**src/rtl/quad_dac_regbank.sv**
```systemverilog
module quad_dac_regbank #(
  parameter int RES       = 16,
  parameter bit MID_RESET = 1'b0,
  parameter int CLK_MHZ   = 250,
  parameter int SHORT_US  = 5,
  parameter int LONG_US   = 12,
  parameter int SLOW_US   = 30
) (
  input  logic        clk,
  input  logic        rst_n,
  input  logic        clr_n,
  input  logic        exec,
  input  logic [3:0]  cmd,
  input  logic [3:0]  addr,
  input  logic [15:0] data,
  input  logic        low_supply,
  output logic [63:0] code_out,
  output logic [3:0]  sleep,
  output logic [3:0]  settled
);
  localparam int NCH       = 4;
  localparam int SHORT_CYC = SHORT_US * CLK_MHZ;
  localparam int LONG_CYC  = LONG_US * CLK_MHZ;
  localparam int SLOW_CYC  = SLOW_US * CLK_MHZ;
  localparam int CW        = $clog2(SLOW_CYC + 1);
  localparam logic [RES-1:0] MIDCODE = {1'b1, {(RES-1){1'b0}}};
  localparam logic [RES-1:0] INIT    = MID_RESET ? MIDCODE : '0;

  logic [RES-1:0] stage_q [NCH];
  logic [RES-1:0] act_q   [NCH];
  logic [CW-1:0]  cnt_q   [NCH];
  logic [NCH-1:0] sleep_q;
  logic [NCH-1:0] sel, wr_m, up_m, dn_m, wake_m;
  logic [CW-1:0]  dly;
  logic           go;
  logic           wipe_n;

  wire [RES-1:0] din = data[15 -: RES];

  assign wipe_n = rst_n & clr_n;
  assign go     = exec & ((addr < 4'd4) | (addr == 4'hF));

  always_comb begin
    for (int i = 0; i < NCH; i++)
      sel[i] = (addr == 4'(i)) | (addr == 4'hF);
    wr_m = '0;
    up_m = '0;
    dn_m = '0;
    if (go) begin
      case (cmd)
        4'b0000: wr_m = sel;
        4'b0001: up_m = sel;
        4'b0010: begin wr_m = sel; up_m = '1; end
        4'b0011: begin wr_m = sel; up_m = sel; end
        4'b0100: dn_m = sel;
        default: ;
      endcase
    end
  end

  assign wake_m = up_m & sleep_q;
  assign dly = (&sleep_q) ? (low_supply ? CW'(SLOW_CYC) : CW'(LONG_CYC))
                          : CW'(SHORT_CYC);

  always_ff @(posedge clk or negedge wipe_n) begin
    if (!wipe_n) begin
      for (int i = 0; i < NCH; i++) begin
        stage_q[i] <= INIT;
        act_q[i]   <= INIT;
      end
    end else begin
      for (int i = 0; i < NCH; i++) begin
        if (wr_m[i]) stage_q[i] <= din;
        if (up_m[i]) act_q[i]   <= wr_m[i] ? din : stage_q[i];
      end
    end
  end

  always_ff @(posedge clk or negedge rst_n) begin
    if (!rst_n) begin
      sleep_q <= '0;
      for (int i = 0; i < NCH; i++) cnt_q[i] <= '0;
    end else begin
      for (int i = 0; i < NCH; i++) begin
        if (dn_m[i]) begin
          sleep_q[i] <= 1'b1;
          cnt_q[i]   <= '0;
        end else begin
          if (up_m[i]) sleep_q[i] <= 1'b0;
          if (wake_m[i])            cnt_q[i] <= dly;
          else if (cnt_q[i] != '0)  cnt_q[i] <= cnt_q[i] - 1'b1;
        end
      end
    end
  end

  for (genvar g = 0; g < NCH; g++) begin : g_out
    assign code_out[16*g +: 16] = 16'(act_q[g]);
    assign settled[g] = ~sleep_q[g] & (cnt_q[g] == '0);
  end
  assign sleep = sleep_q;
endmodule

```
**config.mk**
```make
export PLATFORM = sky130hd
export DESIGN_NAME = quad_dac_regbank
export DESIGN_NICKNAME = d
export VERILOG_FILES = /design/src/rtl/quad_dac_regbank.sv
export SDC_FILE = /design/constraint.sdc
export NUM_CORES = 1
export LEC_CHECK = 0
export BUFFER_PORTS_ARGS = -buffer_cell sky130_fd_sc_hd__buf_2
export CAP_MARGIN = 25
export CORE_MARGIN = 2
export CORE_UTILIZATION = 53
export DETAILED_ROUTE_END_ITERATION = 8
export GPL_TIMING_DRIVEN = 0
export PLACE_DENSITY = 0.73
export SKIP_LAST_GASP = 1
export SLEW_MARGIN = 20
export SYNTH_ARGS = -nofsm -noshare
export SYNTH_HDL_FRONTEND = slang
export SYNTH_SLANG_ARGS = --single-unit
```
**constraint.sdc**
```tcl
create_clock -name clk -period 4.81 [get_ports clk]
set_input_delay 0.481 -clock clk [delete_from_list [all_inputs] [get_ports clk]]
set_output_delay 0.481 -clock clk [all_outputs]
set_load 0.05 [all_outputs]
```
==> out/qor.yml <==
outcome:
  status: "finished clean"
logic_synthesis:
  asyncSetResetFlopFracSynth_pct: 100.0
  count_of_flip_flops_with_a_built_in_enable_after_synthesis: 0
  synth_nets: 712
  post_synth.cell_area_avg_sq_um: 12.49
  synthFlopType: "sky130_fd_sc_hd__dfrtp_1"
  ys.warnings.count: 0
  synthesis_stage_register_bit_count: 184
  post_synth_design_cell_area_sq_um: 8433
  yosys.cell_types.count: 60
  sequential_fraction_of_the_synthesis_area_pct: 54.60
  synth_cells: 675
setup_path:
  critPathCaptureType: "primary output"
  cp_max_fo: 10
  setup.worst_path.class: "register to primary output"
  worst_ep_required_time_ns: 4.33
  critical_path_arrival_ns: 2.59
  worstSetupStartpointType: "register"
placed_design:
  preCtsSetupSlack_ns: 2.094
  buffer_ports.inserted: 96
  dp_hpwl_mm: 13.54
  gpl.final_weighted_congestion: 0.8838
power_and_ir_drop:
  p_leak_nw: 4.800
  clock_power_share_pct: 26.0
  switching_power_mw: 1.755
  power_report.internal_total_mw: 3.249
  powerDensity_nw_per_um2: 511.0
  vdd.ir_drop.worst_mv: 0.2616
  comb_power_share_pct: 29.7
  total_power_mw: 5.004
  seq_power_share_pct: 44.3
  netSwitchingFraction_pct: 35.07
global_routing:
  globalRouteTotalUtil_pct: 23.47
  vias_in_the_first_global_route: 5947
  grt_antenna_before_repair: 0
  grt_overflow: 0
  grt_first_pass_wirelength_mm: 30.33
  grt_max_degree: 58
drt:
  detail_route.drc_violations: 0
  drt_pre_antenna_iters: 5
  number_of_nets_still_failing_antenna_checks_after_routing: 0
  number_of_vias_after_detailed_routing: 5697
  routed_wirelength_mm: 18.65
  drt-vias-per-instance: 5.574
  dr.first_iter.drc_count: 284
  routedWlPerCell_um: 18.24
clock_network:
  clock_tree_sinks: 184
  clk_path_buf_depth: 2
  post_cts.repair.setup_buffers: 0
  insertion_delay_ns: 0.43
  clk_transition_reported_paths_ns: 0.07
  cts_made_buffers: 17
  clock_tree_from_tritoncts: "yes"
  cts_max_level: 4
  clock-root-buffer: "sky130_fd_sc_hd__clkbuf_16"
  cts_stage_hold_buffer_count: 0
  cts-resized-gates: 0
floorplan:
  io_pins: 101
  design.die.area_sq_um: 16940
  die_y_um: 130.1
  dieWidth_um: 130.1
  core.rowCount: 46
  initial_utilization_pct: 53.67
  placeableCoreArea_sq_um: 15710
timing:
  skew_ns: 0.005435
  timing.final.hold_violations: 0
  grt_setup_unrepaired: "no"
  final.setup.worst_slack_ns: 1.735
  min_period_over_period_pct: 63.94
  final_count_of_pins_violating_max_slew: 0
  fin_crit_ns: 3.075
  slew_headroom_pct: 41.21
  fmaxAchievable_mhz: 325.2
  tightest_slew_ns: 0.8746
  finalSetupViolations: 0
finish:
  num-nets-final: 830
  syn_to_final_growth_pct: 16.11
  mostFrequentLayoutCells: "sky130_fd_sc_hd__dfrtp_1, sky130_fd_sc_hd__mux2_2, sky130_fd_sc_hd__buf_2"
  drive_gt1_share_pct: 37.47
  mostFrequentLayoutCell: "sky130_fd_sc_hd__dfrtp_1"
  post-route-util_pct: 62.32
  antennaDiodeCount: 0
hold_path:
  hold_path.class: "input port to async pin"
job:
  max_cap_violations: 0
final cells by class:
type,instances,area (sq um)
inverters,12,45.04
plain buffers,31,181.4
fillers,1203,5921
repair buffers,99,543.0
clock inverters,14,113.9
multi-input cells,448,3605
clock buffers,18,429.2
flip-flops and latches,184,4604
well taps,216,270.3
per-layer routing:
metal	global-route usage [%]	part of all wire [%]	up-vias
met5	0	0	-
met2	39.79	50	173
li1	-	-	2643
met1	28.32	41	2848
met3	7.052	6.3	33
met4	9.108	2.3	0
registers in the layout, summed over array words and instances, names as in the netlist:
| signal | cells |
|---|---|
| code_out | 64 |
| stage_q | 64 |
| cnt_q | 52 |
| sleep | 4 |
per-stage QoR:
stage                     TNS [ns]  area (sq um)  hold WS (ns)  std cells
final                            0          9792       0.02779       1022
after global routing             0          9792       0.03218       1022
after CTS                        0          9792       0.01915       1022
after detailed placement         0          9249        0.4787        990
after global placement     -257.23          9184        0.4735        987
after floorplan                  0          8433        0.1854        675
cells by family (layout without fill, tap and decap cells):
| family | Yosys count | count (layout) | synth area share [%] |
|---|---|---|---|
| xor+xnor | 47 | 47 | 4.881 |
| simple gates | 182 | 182 | 12.26 |
| compound gates | 83 | 83 | 6.365 |
| flops | 184 | 184 | 54.60 |
| buf+inv | 43 | 174 | 2.685 |
| fa+ha+maj | 8 | 8 | 1.187 |
| mux | 128 | 128 | 18.03 |
cell usage after synthesis, types with 2 or more instances:
master	n	area [sq um]
sky130_fd_sc_hd__o211ai_1	4	30.03
sky130_fd_sc_hd__mux2_4	21	315.3
sky130_fd_sc_hd__nand3b_1	4	30.03
sky130_fd_sc_hd__dfrtp_1	184	4604
sky130_fd_sc_hd__a211o_1	2	17.52
sky130_fd_sc_hd__nor4_2	3	37.54
sky130_fd_sc_hd__inv_1	12	45.04
sky130_fd_sc_hd__nor4b_1	5	43.79
sky130_fd_sc_hd__nand3_1	37	185.2
sky130_fd_sc_hd__ha_1	8	100.1
sky130_fd_sc_hd__o31a_1	2	17.52
sky130_fd_sc_hd__a21oi_1	40	200.2
sky130_fd_sc_hd__nand4_1	6	37.54
sky130_fd_sc_hd__buf_4	4	30.03
sky130_fd_sc_hd__nor3_1	4	20.02
sky130_fd_sc_hd__nand2_2	2	12.51
sky130_fd_sc_hd__nor2_1	34	127.6
sky130_fd_sc_hd__nor3b_1	4	30.03
sky130_fd_sc_hd__buf_2	9	45.04
sky130_fd_sc_hd__o21bai_1	2	15.01
sky130_fd_sc_hd__o21ai_0	6	30.03
sky130_fd_sc_hd__a21oi_2	2	17.52
sky130_fd_sc_hd__a21boi_1	2	15.01
sky130_fd_sc_hd__and2_1	6	37.54
sky130_fd_sc_hd__nor2b_1	3	18.77
sky130_fd_sc_hd__clkbuf_1	12	45.04
sky130_fd_sc_hd__or2_2	4	25.02
sky130_fd_sc_hd__a211oi_1	3	22.52
sky130_fd_sc_hd__o22ai_1	3	18.77
sky130_fd_sc_hd__mux2_2	107	1205
sky130_fd_sc_hd__a32oi_1	2	17.52
sky130_fd_sc_hd__xor2_1	13	113.9
sky130_fd_sc_hd__a2bb2oi_1	6	52.55
sky130_fd_sc_hd__a21boi_0	2	15.01
sky130_fd_sc_hd__xnor2_1	34	297.8
sky130_fd_sc_hd__nand4b_1	6	52.55
sky130_fd_sc_hd__nor4_1	10	62.56
sky130_fd_sc_hd__buf_6	5	56.30
sky130_fd_sc_hd__nand2_1	41	153.9
power by group through the flow:
stage | clock (mW) | combinational, mW | sequential (mW)
finish | 1.30 | 1.49 | 2.22
global route | 1.38 | 1.64 | 2.26
CTS | 1.32 | 1.50 | 2.21
detailed placement | 0 | 1.49 | 2.24
global placement | 0 | 1.41 | 2.21
floorplan | 0 | 0.957 | 2.40
final timing paths:
path	from	to	slack, ns	cells after the start
min reg2reg	stage_q[4]	stage_q[4]	0.49	1
max reg2reg	sleep[0]	cnt_q[28]	2.38	6
min in group clk	data[6]	stage_q[22]	0.34	2
max	cnt_q[44]	settled[0]	1.73	6
max in group asynchronous	rst_n	stage_q[50]	3.16	5
min	clr_n	code_out[12]	0.03	2
worst max-delay path, stage by stage (launching register included):
cell	delay [ns]
sky130_fd_sc_hd__dfrtp_1	0.41
sky130_fd_sc_hd__nor4_1	0.69
sky130_fd_sc_hd__and2_1	0.27
sky130_fd_sc_hd__nand2_1	0.14
sky130_fd_sc_hd__clkbuf_1	0.25
sky130_fd_sc_hd__nor2_1	0.13
sky130_fd_sc_hd__buf_2	0.27
Note: power is estimated with default switching activity, not from simulation.
